--- src/rtl/irq_pend_sel_pkg.sv ---
package irq_pend_sel_pkg;
  localparam int TYPE_W  = 3;
  localparam int VEC_W   = 64;
  localparam int IDX_W   = $clog2(VEC_W);
  localparam int LEVEL_W = 4;
  localparam int SOFT_LO = 17;

  localparam int SRC_TIMER  = 0;
  localparam int SRC_VECTOR = 1;
  localparam int SRC_TLZ    = 2;
  localparam int SRC_CPUM   = 3;
  localparam int SRC_DEVM   = 4;
  localparam int SRC_SOFT   = 5;
  localparam int SRC_RERR   = 6;

  typedef struct packed {
    logic              postEn;
    logic [TYPE_W-1:0] postType;
    logic [IDX_W-1:0]  postIdx;
    logic              clrEn;
    logic [TYPE_W-1:0] clrType;
    logic [IDX_W-1:0]  clrIdx;
  } updStrobe_t;

  // Level from the low bits of the software vector.
  function automatic logic [LEVEL_W-1:0] softLevelOf(input logic [SOFT_LO-1:0] v);
    logic [LEVEL_W-1:0] lvl;
    lvl = LEVEL_W'(1);
    for (int l = 1; l < 16; l++) begin
      if (v[l]) lvl = LEVEL_W'(l);
    end
    if (v[0] || v[16]) lvl = LEVEL_W'(14);
    return lvl;
  endfunction
endpackage

--- src/rtl/irq_pend_sel_ctrl.sv ---
module irq_pend_sel_ctrl
  import irq_pend_sel_pkg::*;
#(
  parameter int NUM_TYPES = 7
) (
  input  logic              clk,
  input  logic              rstN,
  input  logic              postValid,
  input  logic [TYPE_W-1:0] postType,
  input  logic [IDX_W-1:0]  postIdx,
  input  logic              clrValid,
  input  logic [TYPE_W-1:0] clrType,
  input  logic [IDX_W-1:0]  clrIdx,
  output updStrobe_t        stb,
  output logic              errStrobe
);
  localparam logic [TYPE_W-1:0] LAST_TYPE = TYPE_W'(NUM_TYPES - 1);

  logic postOk, clrOk, badReq;

  always_comb begin
    postOk       = postType <= LAST_TYPE;
    clrOk        = clrType <= LAST_TYPE;
    badReq       = (postValid && !postOk) || (clrValid && !clrOk);
    stb.postEn   = postValid && postOk;
    stb.postType = postType;
    stb.postIdx  = postIdx;
    stb.clrEn    = clrValid && clrOk;
    stb.clrType  = clrType;
    stb.clrIdx   = clrIdx;
  end

  always_ff @(posedge clk) begin
    if (!rstN) errStrobe <= 1'b0;
    else       errStrobe <= badReq;
  end
endmodule

--- src/rtl/irq_pend_sel_dp.sv ---
module irq_pend_sel_dp
  import irq_pend_sel_pkg::*;
#(
  parameter int NUM_TYPES = 7
) (
  input  logic                 clk,
  input  logic                 rstN,
  input  updStrobe_t           stb,
  output logic [NUM_TYPES-1:0] summary,
  output logic [LEVEL_W-1:0]   softLevel
);
  logic [NUM_TYPES-1:0][VEC_W-1:0] vecQ, nextVec;
  logic [NUM_TYPES-1:0]            postHit, clrHit;
  logic [NUM_TYPES-1:0]            summaryQ;

  for (genvar t = 0; t < NUM_TYPES; t++) begin : g_hit
    assign postHit[t] = stb.postEn && (stb.postType == TYPE_W'(t));
    assign clrHit[t]  = stb.clrEn && (stb.clrType == TYPE_W'(t));
  end

  // Clear applied after set, so a same-bit collision ends cleared.
  always_comb begin
    for (int t = 0; t < NUM_TYPES; t++) begin
      nextVec[t] = vecQ[t];
      if (postHit[t]) nextVec[t][stb.postIdx] = 1'b1;
      if (clrHit[t])  nextVec[t][stb.clrIdx]  = 1'b0;
    end
  end

  always_ff @(posedge clk) begin
    if (!rstN) begin
      vecQ     <= '0;
      summaryQ <= '0;
    end else begin
      vecQ <= nextVec;
      for (int t = 0; t < NUM_TYPES; t++) begin
        if (clrHit[t] && nextVec[t] == '0) summaryQ[t] <= 1'b0;
        else if (postHit[t])               summaryQ[t] <= 1'b1;
      end
    end
  end

  assign summary   = summaryQ;
  assign softLevel = softLevelOf(vecQ[SRC_SOFT][SOFT_LO-1:0]);
endmodule

--- src/rtl/irq_pend_sel_arb.sv ---
module irq_pend_sel_arb
  import irq_pend_sel_pkg::*;
#(
  parameter int NUM_TYPES = 7
) (
  input  logic                 clk,
  input  logic                 rstN,
  input  logic [NUM_TYPES-1:0] summary,
  input  logic [LEVEL_W-1:0]   softLevel,
  input  logic                 hprivMode,
  input  logic                 intEnable,
  output logic                 intValid,
  output logic [TYPE_W-1:0]    intCode,
  output logic [LEVEL_W-1:0]   intLevel
);
  logic              winValid;
  logic [TYPE_W-1:0] winCode;

  always_comb begin
    winValid = 1'b1;
    winCode  = '0;
    if (hprivMode) begin
      if      (summary[SRC_TIMER])  winCode = TYPE_W'(SRC_TIMER);
      else if (summary[SRC_VECTOR]) winCode = TYPE_W'(SRC_VECTOR);
      else                          winValid = 1'b0;
    end else begin
      if      (summary[SRC_TLZ])                 winCode = TYPE_W'(SRC_TLZ);
      else if (summary[SRC_TIMER])               winCode = TYPE_W'(SRC_TIMER);
      else if (summary[SRC_VECTOR])              winCode = TYPE_W'(SRC_VECTOR);
      else if (intEnable && summary[SRC_CPUM])   winCode = TYPE_W'(SRC_CPUM);
      else if (intEnable && summary[SRC_DEVM])   winCode = TYPE_W'(SRC_DEVM);
      else if (intEnable && summary[SRC_SOFT])   winCode = TYPE_W'(SRC_SOFT);
      else if (intEnable && summary[SRC_RERR])   winCode = TYPE_W'(SRC_RERR);
      else                                       winValid = 1'b0;
    end
  end

  always_ff @(posedge clk) begin
    if (!rstN) begin
      intValid <= 1'b0;
      intCode  <= '0;
      intLevel <= '0;
    end else begin
      intValid <= winValid;
      intCode  <= winCode;
      intLevel <= (winValid && winCode == TYPE_W'(SRC_SOFT)) ? softLevel : '0;
    end
  end
endmodule

--- src/rtl/irq_pend_sel.sv ---
module irq_pend_sel
  import irq_pend_sel_pkg::*;
#(
  parameter int NUM_TYPES = 7
) (
  input  logic                 clk,
  input  logic                 rstN,
  input  logic                 postValid,
  input  logic [TYPE_W-1:0]    postType,
  input  logic [IDX_W-1:0]     postIdx,
  input  logic                 clrValid,
  input  logic [TYPE_W-1:0]    clrType,
  input  logic [IDX_W-1:0]     clrIdx,
  input  logic                 hprivMode,
  input  logic                 intEnable,
  output logic                 intValid,
  output logic [TYPE_W-1:0]    intCode,
  output logic [LEVEL_W-1:0]   intLevel,
  output logic [NUM_TYPES-1:0] pendSummary,
  output logic                 errStrobe
);
  updStrobe_t         stb;
  logic [LEVEL_W-1:0] softLevel;

  irq_pend_sel_ctrl #(.NUM_TYPES(NUM_TYPES)) u_ctrl (
    .clk(clk), .rstN(rstN),
    .postValid(postValid), .postType(postType), .postIdx(postIdx),
    .clrValid(clrValid), .clrType(clrType), .clrIdx(clrIdx),
    .stb(stb), .errStrobe(errStrobe)
  );

  irq_pend_sel_dp #(.NUM_TYPES(NUM_TYPES)) u_dp (
    .clk(clk), .rstN(rstN), .stb(stb),
    .summary(pendSummary), .softLevel(softLevel)
  );

  irq_pend_sel_arb #(.NUM_TYPES(NUM_TYPES)) u_arb (
    .clk(clk), .rstN(rstN), .summary(pendSummary), .softLevel(softLevel),
    .hprivMode(hprivMode), .intEnable(intEnable),
    .intValid(intValid), .intCode(intCode), .intLevel(intLevel)
  );
endmodule

--- config.mk ---
export PLATFORM = sky130hd
export DESIGN_NAME = irq_pend_sel
export DESIGN_NICKNAME = d
export VERILOG_FILES = /design/src/rtl/irq_pend_sel_pkg.sv /design/src/rtl/irq_pend_sel_ctrl.sv /design/src/rtl/irq_pend_sel_dp.sv /design/src/rtl/irq_pend_sel_arb.sv /design/src/rtl/irq_pend_sel.sv
export SDC_FILE = /design/constraint.sdc
export NUM_CORES = 1
export LEC_CHECK = 0
export CORE_ASPECT_RATIO = 0.5
export CORE_MARGIN = 2
export CORE_UTILIZATION = 57
export CTS_BUF_LIST = sky130_fd_sc_hd__clkbuf_16
export DETAILED_ROUTE_END_ITERATION = 12
export DONT_BUFFER_PORTS = 1
export PLACE_DENSITY_LB_ADDON = 0.2
export SLEW_MARGIN = 20
export SYNTH_ARGS = -nofsm -noshare
export SYNTH_HDL_FRONTEND = slang
export SYNTH_SLANG_ARGS = --single-unit
--- constraint.sdc ---
create_clock -name clk -period 1.8 [get_ports clk]
set_input_delay 0.27 -clock clk [delete_from_list [all_inputs] [get_ports clk]]
set_output_delay 0.27 -clock clk [all_outputs]
set_load 0.05 [all_outputs]
==> impl_metrics.yaml, run 1 <==
status:
  status: "aborted with a tool error"
  haltStage: "5_1_grt"
  error_line: "[ERROR GRT-0232] Routing congestion too high. Check the congestion heatmap in the GUI."
sta:
  timing.worst_endpoint.kind: "sequential cell input"
  postGrtWorstEndpoint: "u_dp.summary[1]$_SDFFE_PP0N_/D"
synthesis:
  syn_inst: 2433
  ys_warn_count: 0
  yosysTopAreaCell: "dfxtp_1"
  synth_seq_cells: 464
  synth_area_leaders: "dfxtp_1, a21oi_1, and2_1"
  seq_area_frac_synth_pct: 46.2
  syn_area_um2: 20100
  avgSynthCellArea_um2: 8.26
  syn_nets: 2457
  yosysTopAreaCellShare_pct: 46.2
  synth_cell_types: 40
global_route:
  antenna_found_initial: 23
  overflow: 9
  gr-usage-all-layers_pct: 80.2
  grt_max_degree: 320
cts:
  cts_buffer_depth: 3
  clock-root-buffer: "clkbuf_16"
  numCtsBuffers: 42
  clkSinkCount: 464
  cts_max_level: 2
floorplan:
  io_pins: 40
  num_rows: 48
  dieWidth_um: 270
  start_util_pct: 58.1
  die_h_um: 137
place:
  port-buffer-count: 0
  hpwlAfterDp_mm: 57.0
  gp_congestion: 1.06
## synthesized netlist by cell type (all sizes together)
master,instances
a21o,2
o41ai,1
o22a,1
nand3,9
a21oi,643
and4b,3
and4,1
nor4b,6
o21bai,3
and2,472
a2111oi,2
clkbuf,171
or2,1
o21ai,9
buf,72
nor2,86
nand2b,6
nor2b,3
nor3b,5
nand4b,6
nor4bb,8
o31ai,1
nor3,29
inv,7
nand4,21
nand3b,4
a31oi,268
nand2,16
a211oi,1
nand4bb,4
nor4,108
dfxtp,464
## stage by stage
stage	area [um2]	setup slack [ns]	util (%)	hold slack, ns	cells
CTS	29400	-0.0276	85.0	0.00329	3530
detailed placement	24300	-1.01	70.2	0.357	3117
global placement	24300	-1.03	70.2	0.357	3117
floorplan	20500	-0.0648	-	0.349	2433
## per-layer routing
metal  GRT overflow  GRT usage, %
met1              1          79.5
met2              1          91.9
met3              2          73.1
met4              5          73.6
met5              0          61.6
## kinds of logic after synthesis
group | share of synthesized area [%]
buf+inv | 4.98
compound gates | 25.0
simple gates | 23.8
flops | 46.2
## what timing repair did
item                                   in CTS
resized for setup                          78
pin swaps                                  26
cloned                                      3
setup buffers                              15
setup endpoints to repair                   7
hold buffers                              321
endpoints found under the hold margin     457
==> run 2: changes to the inputs <==
--- a/config.mk
+++ b/config.mk
@@ -5,13 +5,11 @@
 export SDC_FILE = /design/constraint.sdc
 export NUM_CORES = 1
 export LEC_CHECK = 0
-export CORE_ASPECT_RATIO = 0.5
 export CORE_MARGIN = 2
-export CORE_UTILIZATION = 57
-export CTS_BUF_LIST = sky130_fd_sc_hd__clkbuf_16
+export CORE_UTILIZATION = 40
 export DETAILED_ROUTE_END_ITERATION = 12
 export DONT_BUFFER_PORTS = 1
-export PLACE_DENSITY_LB_ADDON = 0.2
+export PLACE_DENSITY_LB_ADDON = 0.15
 export SLEW_MARGIN = 20
 export SYNTH_ARGS = -nofsm -noshare
 export SYNTH_HDL_FRONTEND = slang
==> constraint.sdc (replaced) <==
create_clock -name clk -period 2.3 [get_ports clk]
set_input_delay 0.345 -clock clk [delete_from_list [all_inputs] [get_ports clk]]
set_output_delay 0.345 -clock clk [all_outputs]
set_load 0.05 [all_outputs]
==> impl_metrics.yaml, run 2 <==
setup_path:
  end_kind: "flip-flop"
  cpPeakStageDelay_ns: 0.43
  worstPathRequired_ns: 2.77
  crit_slowest_cell: "nor4_2"
  critPathMostFrequentCell: "buf_4"
  critPathLaunchType: "primary input"
  critical_path_class: "in2reg"
  arrival_ns: 2.70
  cp_cell_sequence: "nand2b_1, buf_4, nor3_2, buf_4, buf_12, a21oi_1, nor4_2, nand4_1, nor2_2, buf_4, a21oi_1"
  rr_worst_depth: 7
  cp_max_fo: 26
pwr:
  ir_drop_v: 0.000514
  p_leak_nw: 12.7
  fin_total_pwr_mw: 17.1
  p_per_area_nw_per_um2: 594
floorplan:
  num_rows: 82
  core_um2: 49900
  dieWidth_um: 228
  die_area_um2: 52100
  start_util_pct: 40.3
  die_h_um: 228
  io_pins: 40
drt:
  vias: 21900
  vias_per_cell: 5.93
  firstDrtPassIters: 8
  antenna_left: 0
  drc: 0
  dr.first_iter.drc_count: 2594
  routedWlPerCell_um: 23.3
  route.met2.wl_mm: 39.1
  drt-total-wl_mm: 86.1
  routed-wl-met3_mm: 7.19
  highest_layer: "met4"
  drt-met1-wl_mm: 35.4
sta:
  finalMaxSlewViolations: 0
  tightest_slew_ns: 1.17
  period_needed_ns: 2.23
  hold_violations: 0
  setup_violations: 0
  setup_slack_ns: 0.0744
  fin_crit_sh_pct: 96.8
  timing.fmax_ghz: 0.449
  relSlewSlack_pct: 22.1
  clock_skew_ns: 0.0114
cts:
  clock-root-buffer: "clkbuf_16"
  cts_max_level: 2
  clkTransAtPathRegs_ns: 0.06
  cts_setup_buffers: 0
  numCtsBuffers: 52
  cts_buffer_depth: 3
  cts_tree: "done"
  insertion_delay_ns: 0.60
  clkSinkCount: 464
synthesis:
  seq_area_frac_synth_pct: 46.2
  post-synth-top-count-cell: "a21oi_1"
  synth.top_cells.by_count: "a21oi_1, and2_1, dfxtp_1"
  syn_inst: 2433
  yosysTopAreaCellShare_pct: 46.2
  synthArstFlopShare_pct: 0
  synth_seq_cells: 464
  syn_area_um2: 20100
  synth_edf_count: 0
  synth_cell_types: 40
  ys.flop_type: "dfxtp_1"
  synth_area_leaders: "dfxtp_1, a21oi_1, and2_1"
  avgSynthCellArea_um2: 8.26
  syn_nets: 2457
  yosysTopAreaCell: "dfxtp_1"
  ys_warn_count: 0
finish:
  nets: 3012
  syn_to_final_growth_pct: 42.9
  mostFrequentLayoutCell: "a21oi_1"
  fin_util_pct: 57.6
  n_antenna_cell: 0
  largest_register_ffs: 448
  layout.cells.most_common_list: "a21oi_1, and2_1, dfxtp_1"
  drive_above_1_share_pct: 19.0
  top_register: "u_dp.vecQ"
place:
  pre_cts_slack_ns: -0.594
  port-buffer-count: 0
  gp_congestion: 0.950
  hpwlAfterDp_mm: 56.9
global_route:
  grt_max_degree: 278
  gr-usage-all-layers_pct: 32.2
  grt_pass1_wl_mm: 131
  grt_pass1_vias: 21500
  overflow: 0
  antenna_found_initial: 0
min_path:
  hold_class: "in2reg"
  min_path_cells: 3
status:
  status: "completed"
job:
  cap_violations: 0
run 2: cell counts after synthesis:
Identical to the previous run, type by type.
run 2: layout make-up:
cell class | instances | area [um2]
timing repair buffer | 744 | 6960
multi-input combinational | 1719 | 10100
clock buffer | 80 | 1520
clock inverter | 5 | 50.0
tap | 672 | 841
sequential | 464 | 9290
fill | 4564 | 21100
inverter | 7 | 26.3
run 2: critical path: cells and delay by family:
| family | cells | cell delay (ns) |
|---|---|---|
| and+or+nand+nor | 5 | 1.38 |
| AOI/OAI and AO/OA | 2 | 0.17 |
| buffers and inverters | 4 | 0.79 |
run 2: kinds of logic after synthesis:
group           Yosys count  synth area share (%)
compound gates          931                  25.0
simple gates            788                  23.8
flops                   464                  46.2
buf+inv                 250                  4.98
run 2: worst paths after layout:
kind	start	endpoint	slack, ns
worst max register to register	u_dp.summary[5]	u_arb.intValid	0.25
worst min-delay path	intEnable	u_arb.intCode[2]	0.06
worst min register to register	u_dp.vecQ[335]	u_arb.intLevel[0]	0.57
worst max-delay path	clrType[2]	u_dp.summary[0]	0.07
run 2: repair_timing:
action	4_1_cts	5_1_grt
gates resized for setup	1	6
hold endpoints to repair	455	0
endpoints found under the setup margin	1	4
hold buffers	277	0
pin swaps	0	1
run 2: report_power, final:
group          switching (mW)  total (mW)  internal [mW]
registers              0.0193        8.07           8.05
clock network            3.37        7.96           4.59
logic                   0.664        1.05          0.390
run 2: stage by stage:
stage | instances | cell area, um2 | hold WS (ns) | TNS [ns]
2_1_floorplan | 2433 | 20100 | 0.424 | 0
3_3_place_gp | 3329 | 24300 | 0.429 | -2.85
3_5_place_dp | 3329 | 24300 | 0.444 | -2.83
4_1_cts | 3691 | 28700 | 0.00670 | 0
5_1_grt | 3691 | 28700 | 0.0377 | -0.0270
6_report | 3691 | 28700 | 0.0568 | 0
run 2: routing by layer:
| metal | GRT usage, % | vias up |
|---|---|---|
| li1 | - | 9853 |
| met1 | 42.2 | 10700 |
| met2 | 51.7 | 1076 |
| met3 | 5.49 | 236 |
| met4 | 15.2 | 0 |
| met5 | 0 | - |
Note: power is estimated with default switching activity, not from simulation.
